<file path="src/rtl/pio_strobe_pkg.sv">
package pio_strobe_pkg;

    localparam int WORD_W  = 32;
    localparam int SETUP_W = 3;
    localparam int ACT_W   = 5;
    localparam int REC_W   = 4;
    localparam int CNT_W   = (ACT_W > REC_W) ? ((ACT_W > SETUP_W) ? ACT_W : SETUP_W)
                                             : ((REC_W > SETUP_W) ? REC_W : SETUP_W);

    localparam logic [WORD_W-1:0] PIO_MASK = 32'hCFC3_FFFF;
    localparam logic [WORD_W-1:0] MWD_MASK = 32'h31C0_01FF;

    typedef struct packed {
        logic [SETUP_W-1:0] setup;
        logic [ACT_W-1:0]   act;
        logic [REC_W-1:0]   rec;
    } phase_times_t;

    typedef enum logic [1:0] {
        PH_IDLE,
        PH_SETUP,
        PH_ACT,
        PH_REC
    } phase_t;

    // Pick the count set for a task-file or a data-port access
    function automatic phase_times_t pick_times(input logic [WORD_W-1:0] w, input logic tf);
        phase_times_t t;
        if (tf) begin
            t.setup = w[27:25];
            t.act   = w[17:13];
            t.rec   = w[12:9];
        end else begin
            t.setup = w[24:22];
            t.act   = w[8:4];
            t.rec   = w[3:0];
        end
        return t;
    endfunction

    // Replace only the bits owned by the selected mode
    function automatic logic [WORD_W-1:0] merge_word(input logic [WORD_W-1:0] old_w,
                                                     input logic [WORD_W-1:0] new_w,
                                                     input logic dma);
        logic [WORD_W-1:0] m;
        m = dma ? MWD_MASK : PIO_MASK;
        return (old_w & ~m) | (new_w & m);
    endfunction

endpackage

</file>
<file path="src/rtl/pio_timing_reg.sv">
module pio_timing_reg
    import pio_strobe_pkg::*;
(
    input  logic              clk,
    input  logic              rst,
    input  logic              we,
    input  logic              dma,
    input  logic [WORD_W-1:0] wdata,
    output logic [WORD_W-1:0] q
);

    always_ff @(posedge clk) begin
        if (rst) begin
            q <= '0;
        end else if (we) begin
            q <= merge_word(q, wdata, dma);
        end
    end

endmodule

</file>
<file path="src/rtl/pio_phase_seq.sv">
module pio_phase_seq
    import pio_strobe_pkg::*;
#(
    parameter int LEN_W = 8
) (
    input  logic              clk,
    input  logic              rst,
    input  logic              start,
    input  logic              tf,
    input  logic              wr,
    input  logic [LEN_W-1:0]  len,
    input  logic [WORD_W-1:0] word_in,
    output logic              rd_n,
    output logic              wr_n,
    output logic              word_pulse,
    output logic              done,
    output logic              busy
);

    phase_t            phase;
    phase_times_t      times_q;
    phase_times_t      sel_times;
    logic [CNT_W-1:0]  cnt;
    logic [LEN_W-1:0]  left;
    logic              wr_q;

    always_comb begin
        sel_times = pick_times(word_in, tf);
    end

    always_ff @(posedge clk) begin
        if (rst) begin
            phase      <= PH_IDLE;
            times_q    <= '0;
            cnt        <= '0;
            left       <= '0;
            wr_q       <= 1'b0;
            word_pulse <= 1'b0;
            done       <= 1'b0;
        end else begin
            word_pulse <= 1'b0;
            done       <= 1'b0;
            unique case (phase)
                PH_IDLE: begin
                    if (start) begin
                        times_q <= sel_times;
                        wr_q    <= wr;
                        left    <= len;
                        cnt     <= CNT_W'(sel_times.setup);
                        phase   <= PH_SETUP;
                    end
                end
                PH_SETUP: begin
                    if (cnt == '0) begin
                        cnt   <= CNT_W'(times_q.act);
                        phase <= PH_ACT;
                    end else begin
                        cnt <= cnt - 1'b1;
                    end
                end
                PH_ACT: begin
                    if (cnt == '0) begin
                        cnt        <= CNT_W'(times_q.rec);
                        phase      <= PH_REC;
                        word_pulse <= 1'b1;
                    end else begin
                        cnt <= cnt - 1'b1;
                    end
                end
                PH_REC: begin
                    if (cnt == '0) begin
                        if (left == '0) begin
                            phase <= PH_IDLE;
                            done  <= 1'b1;
                        end else begin
                            left  <= left - 1'b1;
                            cnt   <= CNT_W'(times_q.act);
                            phase <= PH_ACT;
                        end
                    end else begin
                        cnt <= cnt - 1'b1;
                    end
                end
                default: phase <= PH_IDLE;
            endcase
        end
    end

    assign busy = (phase != PH_IDLE);
    assign rd_n = !((phase == PH_ACT) && !wr_q);
    assign wr_n = !((phase == PH_ACT) &&  wr_q);

endmodule

</file>
<file path="src/rtl/pio_strobe_gen.sv">
module pio_strobe_gen
    import pio_strobe_pkg::*;
#(
    parameter int LEN_W = 8
) (
    input  logic             clk,
    input  logic             rst,
    input  logic             cfg_we,
    input  logic             cfg_dma,
    input  logic [31:0]      cfg_word,
    input  logic             start,
    input  logic             tf_sel,
    input  logic             wr_sel,
    input  logic [LEN_W-1:0] burst_len,
    output logic             dior_n,
    output logic             diow_n,
    output logic             word_pulse,
    output logic             done
);

    logic [WORD_W-1:0] timing_q;
    logic              busy;

    pio_timing_reg u_treg (
        .clk   (clk),
        .rst   (rst),
        .we    (cfg_we),
        .dma   (cfg_dma),
        .wdata (cfg_word),
        .q     (timing_q)
    );

    pio_phase_seq #(.LEN_W(LEN_W)) u_seq (
        .clk        (clk),
        .rst        (rst),
        .start      (start),
        .tf         (tf_sel),
        .wr         (wr_sel),
        .len        (burst_len),
        .word_in    (timing_q),
        .rd_n       (dior_n),
        .wr_n       (diow_n),
        .word_pulse (word_pulse),
        .done       (done),
        .busy       (busy)
    );

endmodule

</file>
<file path="config.mk">
export PLATFORM = sky130hd
export DESIGN_NAME = pio_strobe_gen
export DESIGN_NICKNAME = d
export VERILOG_FILES = /design/src/rtl/pio_strobe_pkg.sv /design/src/rtl/pio_timing_reg.sv /design/src/rtl/pio_phase_seq.sv /design/src/rtl/pio_strobe_gen.sv
export SDC_FILE = /design/constraint.sdc
export NUM_CORES = 1
export LEC_CHECK = 0
export BUFFER_PORTS_ARGS = -buffer_cell sky130_fd_sc_hd__buf_2
export CAP_MARGIN = 20
export CORE_ASPECT_RATIO = 1.75
export CORE_UTILIZATION = 45
export CTS_CLUSTER_DIAMETER = 150
export DETAILED_ROUTE_END_ITERATION = 7
export PLACE_DENSITY = 0.69
export SYNTH_ARGS = -nofsm -noshare
export SYNTH_HDL_FRONTEND = slang
export SYNTH_HIERARCHICAL = 1
export SYNTH_SLANG_ARGS = --single-unit
</file>
<file path="constraint.sdc">
create_clock -name clk -period 3 [get_ports clk]
set_input_delay 0.9 -clock clk [delete_from_list [all_inputs] [get_ports clk]]
set_output_delay 0.9 -clock clk [all_outputs]
set_load 0.02 [all_outputs]
</file>
== Yosys cells after proc, flatten, opt, wreduce, memory -nomap -nowiden ==
Index checks and enable logic that the tools add are counted.

* Register bits: 59
* Bits of input ports: 47
* Output and inout bits: 4
* Logic and storage cells: 62

* Add/subtract/negate cells: 2
* Eq/ne operators: 9
* Mux-type cells: 20
* Bitwise operators: 7
* Reductions and logical operators: 15

{| class="wikitable"
|+ Operator list
! kind !! count
|-
| $and 32x32->32 || 2
|-
| $mux 32 || 1
|-
| $not 32->32 || 1
|-
| $or 32x32->32 || 1
|-
| $mux 5 || 5
|-
| $mux 8 || 3
|-
| $pmux 5 s4 || 1
|-
| $pmux 8 s2 || 1
|-
| $mux 12 || 1
|-
| $mux 2 || 5
|-
| $logic_not 8->1 || 1
|-
| $pmux 2 s4 || 1
|-
| $reduce_and 4->1 || 2
|-
| $sub 8x1->8 const B || 1
|-
| $ne 2x1->1 const B || 3
|-
| $logic_not 5->1 || 1
|-
| $sub 5x1->5 const B || 1
|-
| $eq 2x2->1 const B || 2
|-
| $ne 2x2->1 const B || 2
|-
| $reduce_and 2->1 || 2
|-
| $logic_not 1->1 || 3
|-
| $ne 3x3->1 const B || 1
|-
| $not 1->1 || 3
|-
| $reduce_or 3->1 || 1
|-
| 6 further kinds || 8
|}

== Logic depth before layout (Yosys ltp) ==
Gate-level depths: netlist of the first run.

* Depth in word-level cells: 4
* Mapped depth: 7
* Gate-level depth less buffers: 6

== Cells and area by module ==
Netlist of the first run, hierarchy kept.

{| class="wikitable"
|+ By module, submodules not included
! module !! times used !! cells an instance !! area an instance (um2) !! seq. area each (um2)
|-
| pio_phase_seq || 1 || 195 || 1622.8 || 540.5
|-
| pio_timing_reg || 1 || 115 || 1189.9 || 560.5
|}

== Worst setup path after synthesis of the first run ==
No wires, ideal clock.

* Kind: reg-to-reg
* Start: register u_seq.cnt[0]
* End: register u_seq.left[3]
* Arrival: 1711 ps
* Data required time: 2867 ps
* Slack: 1156 ps
* Cell stages (with the launch flop): 8
* Cells stage by stage: dfxtp_1 -> inv_1 -> ha_1 -> or4b_4 -> buf_6 -> or4_1 -> nand3_1 -> a31oi_1

* Word-level cells in the longest chain between the ends: 3

{| class="wikitable"
|+ RTL lines
! item !! line !! source
|-
| from (decl) || pio_phase_seq.sv:23 || <nowiki>logic [CNT_W-1:0] cnt;</nowiki>
|-
| from (signal assigned) || pio_phase_seq.sv:49 || <nowiki>cnt <= CNT_W'(sel_times.setup);</nowiki>
|-
| from (signal assigned) || pio_phase_seq.sv:55 || <nowiki>cnt <= CNT_W'(times_q.act);</nowiki>
|-
| from (signal assigned) || pio_phase_seq.sv:58 || <nowiki>cnt <= cnt - 1'b1;</nowiki>
|-
| $logic_not 5->1 || pio_phase_seq.sv:71 || <nowiki>if (cnt == '0) begin</nowiki>
|-
| $ne 2x1->1 (no source line) || - ||
|-
| $reduce_and 4->1 (no source line) || - ||
|-
| to (signal assigned) || pio_phase_seq.sv:48 || <nowiki>left <= len;</nowiki>
|-
| to (signal assigned) || pio_phase_seq.sv:76 || <nowiki>left <= left - 1'b1;</nowiki>
|-
| to (decl) || pio_phase_seq.sv:24 || <nowiki>logic [LEN_W-1:0] left;</nowiki>
|}

Every way passes these cells.
A chain may end at the register's enable or synchronous reset.

== Final worst setup path of the first run ==
* Start: register u_seq.phase[0]
* End: output port diow_n

* Word-level cells in the longest chain between the ends: 3

{| class="wikitable"
|+ RTL lines
! item !! line !! source
|-
| from (decl) || pio_phase_seq.sv:20 || <nowiki>phase_t phase;</nowiki>
|-
| from (signal assigned) || pio_phase_seq.sv:33 || <nowiki>phase <= PH_IDLE;</nowiki>
|-
| from (signal assigned) || pio_phase_seq.sv:50 || <nowiki>phase <= PH_SETUP;</nowiki>
|-
| from (signal assigned) || pio_phase_seq.sv:56 || <nowiki>phase <= PH_ACT;</nowiki>
|-
| $eq 2x2->1 || pio_phase_seq.sv:91 || <nowiki>assign wr_n = !((phase == PH_ACT) && wr_q);</nowiki>
|-
| $logic_and 1x1->1 || pio_phase_seq.sv:91 ||
|-
| $logic_not 1->1 || pio_phase_seq.sv:91 ||
|-
| to (decl) || pio_strobe_gen.sv:16 || <nowiki>output logic diow_n,</nowiki>
|}

Every way passes these cells.

==> results of run 1 <==
[how the worst max path moves through the flow]
stage,start,endpoint
2_1_floorplan,u_seq/cnt[0],u_seq/left[3]
6_report,u_seq/phase[0],diow_n
3_3_place_gp,start,u_seq/times_q[4]
3_5_place_dp,start,u_seq/times_q[4]
5_1_grt,u_seq/phase[0],dior_n
4_1_cts,u_seq/phase[0],diow_n
[per-layer routing]
| layer | share of wire (%) | wire length [um] |
|---|---|---|
| met5 | 0 | 0 |
| met4 | 1.6 | 93 |
| met3 | 3.8 | 223 |
| met2 | 55 | 3200 |
| met1 | 40 | 2300 |
[through the flow]
step,setup WS (ns),area (um2)
final,0.734,2940
after global routing,0.648,2940
after CTS,0.738,2940
after detailed placement,0.752,2840
after global placement,0.780,2840
after floorplan,1.16,2610
[worst register-to-register path: cells and delay by family, from the launching register on]
kind,cells,cell delay [ns]
AOI/OAI and AO/OA,3,0.81
adders and majority gates,1,0.22
buffers and inverters,1,0.06
DFF,1,0.34
and+or+nand+nor,1,0.60
[power groups by stage]
stage / Combinational (mW) / Clock (mW) / Sequential (mW)
after floorplan: 0.702 / 0 / 0.882
after global placement: 0.818 / 0 / 0.932
after detailed placement: 0.833 / 0 / 0.934
after CTS: 0.838 / 0.475 / 0.918
after global routing: 0.930 / 0.493 / 0.937
final: 0.837 / 0.464 / 0.922
[final cells by class]
| cell class | instances | area, um2 | share of cell area (%) |
|---|---|---|---|
| multi-input combinational | 207 | 1440 | 48.8 |
| sequential | 51 | 1020 | 34.7 |
| timing repair buffer | 47 | 248 | 8.43 |
| tap | 76 | 95.1 | 3.24 |
| clock buffer | 6 | 72.6 | 2.47 |
| inverter | 10 | 37.5 | 1.28 |
| clock inverter | 1 | 30.0 | 1.02 |
==> flow_summary.json, run 1 <==
{
  "avgSynthCellArea_um2": 9.04,
  "die_h_um": 103,
  "viasPerCell": 5.53,
  "regToRegSetupSlack_ns": 0.87,
  "grt_busiest_layer": "met2",
  "first_iter_violations": 122,
  "grt_pass1_wl_um": 9480,
  "grt_util_all_layers_pct": 20.4,
  "antenna_cells": 0,
  "powerDensity_nw_per_um2": 756,
  "worst_ep_required_time_ns": 2.10,
  "core-area_um2": 5590,
  "crit_slowest_cell": "dfxtp_1",
  "skew_ns": 0.00565,
  "worstPathCellList": "inv_1, nand3_1, buf_2",
  "fillers": 562,
  "cp_max_fo": 13,
  "slew_headroom_pct": 57.3,
  "utilization_pct": 52.6,
  "drv_slew": 0,
  "cts.sinks": 51,
  "fin_crit_ns": 2.27,
  "grtUsageMet2_pct": 38.8,
  "fp-row-count": 36,
  "first_pass_iters": 4,
  "path_depth": 3,
  "post_cts_resized": 0,
  "cts_buffer_depth": 2,
  "setup_viol": 0,
  "fin_crit_sh_pct": 75.5,
  "netlist_area_um2": 2610,
  "die_area_um2": 6130,
  "pwr-share-comb_pct": 37.7,
  "stdcell_count": 398,
  "path_buf_inv": 2,
  "hold_viol_final": 0,
  "ant_nets": 0,
  "crit_type": "reg2out",
  "use_met3_pct": 3.89,
  "grt.overflow.total": 0,
  "dp.cells": 391,
  "start_util_pct": 46.8,
  "min_path_cells": 2,
  "drive_above_1_share_pct": 20.2,
  "postCtsSetupBuffers": 0,
  "synthCells": 289,
  "grt_max_degree": 29,
  "die_w_um": 59.6,
  "antenna_found_initial": 0,
  "clock.fmax_mhz": 441,
  "insertion_delay_ns": 0.31,
  "max_stage_delay_ns": 0.60,
  "pwr-share-seq_pct": 41.5,
  "cap_violations": 0,
  "r2r-start": "u_seq/cnt[0]",
  "wire_per_inst_um": 14.6,
  "finalPower_mw": 2.22,
  "routabilityCongestion": 0.908,
  "hold_ws_ns": 0.467,
  "dp_hpwl_um": 4170,
  "final_cell_mix": "dfxtp_1 (51), buf_2 (42), nor2_1 (32), mux2i_1 (24), nand2_1 (17)",
  "wl_um": 5810,
  "p_int_mw": 1.39,
  "cp.arrival_ns": 1.37,
  "ctsHoldBuffers": 0,
  "final.setup.tns_ns": 0,
  "cts_buffers": 5,
  "drc_errors": 0,
  "h-tree-depth": 2,
  "yosys_warnings": 6,
  "area_growth_pct": 12.4,
  "io_pins": 51,
  "pwr-share-clk_pct": 20.9,
  "clk_pin_slew_ns": 0.09,
  "vias": 2199,
  "crit_family": "flip-flops",
  "leakage_nw": 1.20,
  "hold_class": "reg2reg",
  "p_sw_mw": 0.835,
  "grt_pass1_vias": 2116,
  "start_kind": "flop",
  "swShare_pct": 37.5,
  "reg2regPathDepth": 6,
  "cts_tree": "built",
  "grt.met1_usage_pct": 21.2,
  "end_kind": "output pin",
  "ctsRootBufferMaster": "clkbuf_8",
  "status": "finished clean",
  "layout_commonest_cell": "dfxtp_1",
  "peakVddDrop_uv": 481,
  "r2r-end": "u_seq/left[2]",
  "rsz0062_at_grt": "false",
  "port_buffers": 42,
  "worst_pin_slew_ns": 0.635,
  "final_nets": 372,
  "synth_nets": 339
}
Power figures use the tool's default switching activity.
==> run 2: changes to the inputs <==
--- a/config.mk
+++ b/config.mk
@@ -5,6 +5,7 @@
 export SDC_FILE = /design/constraint.sdc
 export NUM_CORES = 1
 export LEC_CHECK = 0
+export ABC_AREA = 1
 export BUFFER_PORTS_ARGS = -buffer_cell sky130_fd_sc_hd__buf_2
 export CAP_MARGIN = 20
 export CORE_ASPECT_RATIO = 1.75
==> constraint.sdc (replaced) <==
create_clock -name clk -period 2.3 [get_ports clk]
set_input_delay 0.69 -clock clk [delete_from_list [all_inputs] [get_ports clk]]
set_output_delay 0.69 -clock clk [all_outputs]
set_load 0.02 [all_outputs]
==> flow_summary.json, run 2 <==
{
  "netlist_area_um2": 2630,
  "crit_slowest_cell": "dfxtp_1",
  "worst_ep_required_time_ns": 1.61,
  "routabilityCongestion": 0.812,
  "ctsRootBufferMaster": "clkbuf_8",
  "post_cts_resized": 0,
  "hold_class": "reg2reg",
  "cts.sinks": 51,
  "p_sw_mw": 0.848,
  "area_growth_pct": 10.9,
  "p_int_mw": 1.49,
  "path_buf_inv": 3,
  "grt_pass1_wl_um": 9450,
  "leakage_nw": 1.38,
  "antenna_found_initial": 0,
  "fp-row-count": 36,
  "wl_um": 5670,
  "core-area_um2": 5590,
  "first_iter_violations": 63,
  "max_stage_delay_ns": 0.55,
  "pwr-share-seq_pct": 46.5,
  "powerDensity_nw_per_um2": 802,
  "dp.cells": 486,
  "final.setup.tns_ns": 0,
  "drive_above_1_share_pct": 19.2,
  "drc_errors": 0,
  "stdcell_count": 493,
  "end_kind": "output pin",
  "slew_headroom_pct": 57.0,
  "synthCells": 384,
  "fin_crit_sh_pct": 90.4,
  "grt.overflow.total": 0,
  "cts_tree": "built",
  "pwr-share-comb_pct": 31.2,
  "ant_nets": 0,
  "hold_viol_final": 0,
  "wire_per_inst_um": 11.5,
  "cap_violations": 0,
  "clk_pin_slew_ns": 0.10,
  "start_util_pct": 47.1,
  "die_w_um": 59.8,
  "cp.arrival_ns": 1.39,
  "avgSynthCellArea_um2": 6.86,
  "worst_pin_slew_ns": 0.644,
  "synth_nets": 434,
  "h-tree-depth": 2,
  "swShare_pct": 36.2,
  "crit_type": "reg2out",
  "dp_hpwl_um": 4430,
  "die_area_um2": 6170,
  "port_buffers": 42,
  "clock.fmax_mhz": 481,
  "cp_max_fo": 9,
  "insertion_delay_ns": 0.30,
  "drv_slew": 0,
  "worstPathCellList": "inv_1, nand2_1, inv_1, nand2_1, buf_2",
  "peakVddDrop_uv": 526,
  "grt_util_all_layers_pct": 20.1,
  "yosys_warnings": 6,
  "cts_buffer_depth": 2,
  "setup_viol": 0,
  "start_kind": "flop",
  "io_pins": 51,
  "layout_commonest_cell": "nor2_1",
  "first_pass_iters": 4,
  "skew_ns": 0.00947,
  "pwr-share-clk_pct": 22.3,
  "fin_crit_ns": 2.08,
  "grt_pass1_vias": 2250,
  "rsz0062_at_grt": "false",
  "final_cell_mix": "nor2_1 (85), nand2_1 (76), dfxtp_1 (51), buf_2 (42), o21ai_0 (35)",
  "status": "finished clean",
  "antenna_cells": 0,
  "cts_buffers": 5,
  "grt_max_degree": 26,
  "ctsHoldBuffers": 0,
  "viasPerCell": 4.86,
  "vias": 2396,
  "crit_family": "flip-flops",
  "final_nets": 467,
  "die_h_um": 103,
  "hold_ws_ns": 0.475,
  "postCtsSetupBuffers": 0
}
## run 2: metrics by stage
step | util, % | cell area, um2 | total power [mW] | setup slack, ns
CTS | 52.3 | 2920 | 2.37 | 0.192
global placement | 50.7 | 2830 | 1.83 | 0.535
detailed placement | 50.7 | 2830 | 1.85 | 0.490
global route | 52.3 | 2920 | 2.52 | 0.136
finish | 52.3 | 2920 | 2.34 | 0.221
floorplan | - | 2630 | 1.69 | 0.757
## run 2: metal layers
metal	GRT usage [%]	part of all wire [%]
met2	42.1	57
met3	2.36	2.4
met5	0	0
met1	17.8	37
met4	9.12	2.9
## run 2: worst reg2reg max path: stages (launching register included)
cell and delay, ns:
dfxtp_1 0.32, inv_1 0.09, ha_1 0.23, nand4_2 0.35, nand2_4 0.19, nand2_4 0.06, nor2_4 0.23, o21ai_1 0.09
nor2_1 0.12
## run 2: path summary, 6_finish.rpt
check                       from               end  slack (ns)  cells past startpoint
hold / removal              flop  u_seq/times_q[7]        0.47                      2
setup / recovery  u_seq/phase[0]            diow_n        0.22                      5
hold reg to reg             flop  u_seq/times_q[7]        0.47                      2
setup reg to reg    u_seq/cnt[0]     u_seq/left[6]        0.57                      8
## run 2: area by class of cell
type                    instances  area [um2]
inverters                      39         149
clock inverters                 1        5.00
fillers                       633        2670
well taps                      76        95.1
repair buffers                 43         218
multi-input cells             277        1350
clock buffers                   6        82.6
flip-flops and latches         51        1020
## run 2: power by group through the flow
stage               Clock [mW]  Combinational, mW  Sequential, mW
global placement             0              0.725            1.11
detailed placement           0              0.738            1.11
CTS                      0.541              0.741            1.09
floorplan                    0              0.608            1.08
finish                   0.522              0.731            1.09
global route             0.577              0.839            1.10
==> run 3: changes to the inputs <==
--- a/config.mk
+++ b/config.mk
@@ -13,6 +13,7 @@
 export CTS_CLUSTER_DIAMETER = 150
 export DETAILED_ROUTE_END_ITERATION = 7
 export PLACE_DENSITY = 0.69
+export REMOVE_ABC_BUFFERS = 1
 export SYNTH_ARGS = -nofsm -noshare
 export SYNTH_HDL_FRONTEND = slang
 export SYNTH_HIERARCHICAL = 1
==> flow_summary.json, run 3 (same netlist as run 2, synthesis figures left out) <==
{
  "status": "finished clean",
  "final.setup.tns_ns": 0,
  "antenna_cells": 0,
  "cp.arrival_ns": 1.41,
  "viasPerCell": 4.85,
  "drv_slew": 0,
  "max_stage_delay_ns": 0.57,
  "core-area_um2": 5590,
  "p_sw_mw": 0.843,
  "worst_ep_required_time_ns": 1.61,
  "utilization_pct": 53.4,
  "cap_violations": 0,
  "slew_headroom_pct": 58.2,
  "pwr-share-clk_pct": 28.3,
  "grt_busiest_layer": "met2",
  "dp_hpwl_um": 4110,
  "hold_class": "reg2reg",
  "grt.met1_usage_pct": 18.6,
  "insertion_delay_ns": 0.30,
  "clk_pin_slew_ns": 0.09,
  "cts_buffers": 5,
  "post_cts_resized": 0,
  "layout_commonest_cell": "nor2_1",
  "fillers": 614,
  "die_area_um2": 6170,
  "leakage_nw": 1.41,
  "first_iter_violations": 98,
  "crit_slowest_cell": "dfxtp_1",
  "p_int_mw": 1.69,
  "finalPower_mw": 2.54,
  "final_nets": 469,
  "use_met3_pct": 2.74,
  "cp_max_fo": 9,
  "worstPathCellList": "inv_1, nand2_1, inv_1, nand2_1, buf_2",
  "placedInstanceArea_um2": 2850,
  "area_growth_pct": 13.2,
  "ant_nets": 0,
  "drive_above_1_share_pct": 19.5,
  "swShare_pct": 33.2,
  "die_w_um": 59.8,
  "crit_type": "reg2out",
  "skew_ns": 0.00367,
  "wire_per_inst_um": 10.8,
  "final_cell_mix": "nor2_1 (85), nand2_1 (76), dfxtp_1 (51), buf_2 (42), o21ai_0 (35)",
  "fin_crit_sh_pct": 91.3,
  "ctsHoldBuffers": 0,
  "grtUsageMet2_pct": 39.5,
  "end_kind": "output pin",
  "peakVddDrop_uv": 439,
  "ctsRootBufferMaster": "clkbuf_8",
  "antenna_found_initial": 0,
  "drc_errors": 0,
  "grt.overflow.total": 0,
  "first_pass_iters": 4,
  "start_util_pct": 47.1,
  "grt_pass1_vias": 2295,
  "start_kind": "flop",
  "grt_pass1_wl_um": 9360,
  "hold_viol_final": 0,
  "vias": 2404,
  "postLayoutCellArea_um2": 2980,
  "cts_tree": "built",
  "wl_um": 5380,
  "die_h_um": 103,
  "rsz0062_at_grt": "false",
  "setup_viol": 0,
  "cts.sinks": 51,
  "pwr-share-comb_pct": 28.7,
  "fp-row-count": 36,
  "grt_util_all_layers_pct": 19.6,
  "cts_buffer_depth": 2,
  "postCtsSetupBuffers": 0,
  "routabilityCongestion": 0.804,
  "clock.fmax_mhz": 476,
  "worst_pin_slew_ns": 0.626,
  "grt_max_degree": 25,
  "h-tree-depth": 2,
  "io_pins": 51,
  "pwr-share-seq_pct": 43.0,
  "powerDensity_nw_per_um2": 851,
  "fin_crit_ns": 2.10,
  "port_buffers": 42
}
run 3: path summary, 6_finish.rpt:
| path | startpoint | slack (ns) | depth (start not counted) | endpoint |
|---|---|---|---|---|
| max reg2reg | u_seq/cnt[0] | 0.56 | 8 | u_seq/left[7] |
| min reg2reg | u_treg/q[1] | 0.49 | 2 | u_seq/times_q[1] |
| min | u_treg/q[1] | 0.49 | 2 | u_seq/times_q[1] |
| max | u_seq/phase[0] | 0.20 | 5 | diow_n |
run 3: layout make-up:
type / count / area (um2) / share of cell area (%)
clock buffer: 6 / 72.6 / 2.43
clock inverter: 2 / 60.1 / 2.02
inverter: 39 / 149 / 5.00
multi-input combinational: 277 / 1350 / 45.3
sequential: 51 / 1020 / 34.3
tap: 76 / 95.1 / 3.19
timing repair buffer: 45 / 233 / 7.81
run 3: stage by stage:
stage / hold slack [ns] / worst slack [ns] / instances
finish: 0.486 / 0.200 / 496
global route: 0.506 / 0.124 / 496
CTS: 0.488 / 0.192 / 496
detailed placement: 0.474 / 0.526 / 488
global placement: 0.463 / 0.535 / 488
floorplan: 0.455 / 0.747 / 367
run 3: power groups by stage:
stage	Combinational (mW)	Sequential [mW]	Clock [mW]
finish	0.728	1.09	0.718
global route	0.842	1.10	0.776
CTS	0.737	1.09	0.738
detailed placement	0.733	1.11	0
global placement	0.720	1.11	0
floorplan	0.562	1.08	0
run 3: critical path: cells and delay by family (launching register included):
family / cells / cell delay (ns)
buffers and inverters: 3 / 0.37
flip-flops: 1 / 0.57
AND/OR/NAND/NOR: 2 / 0.17
run 3: layer usage:
metal  vias up  share of wire [%]
met3         9                2.8
li1       1289                  -
met2        46                 56
met1      1060                 40
met4         0                1.8
met5         -                  0
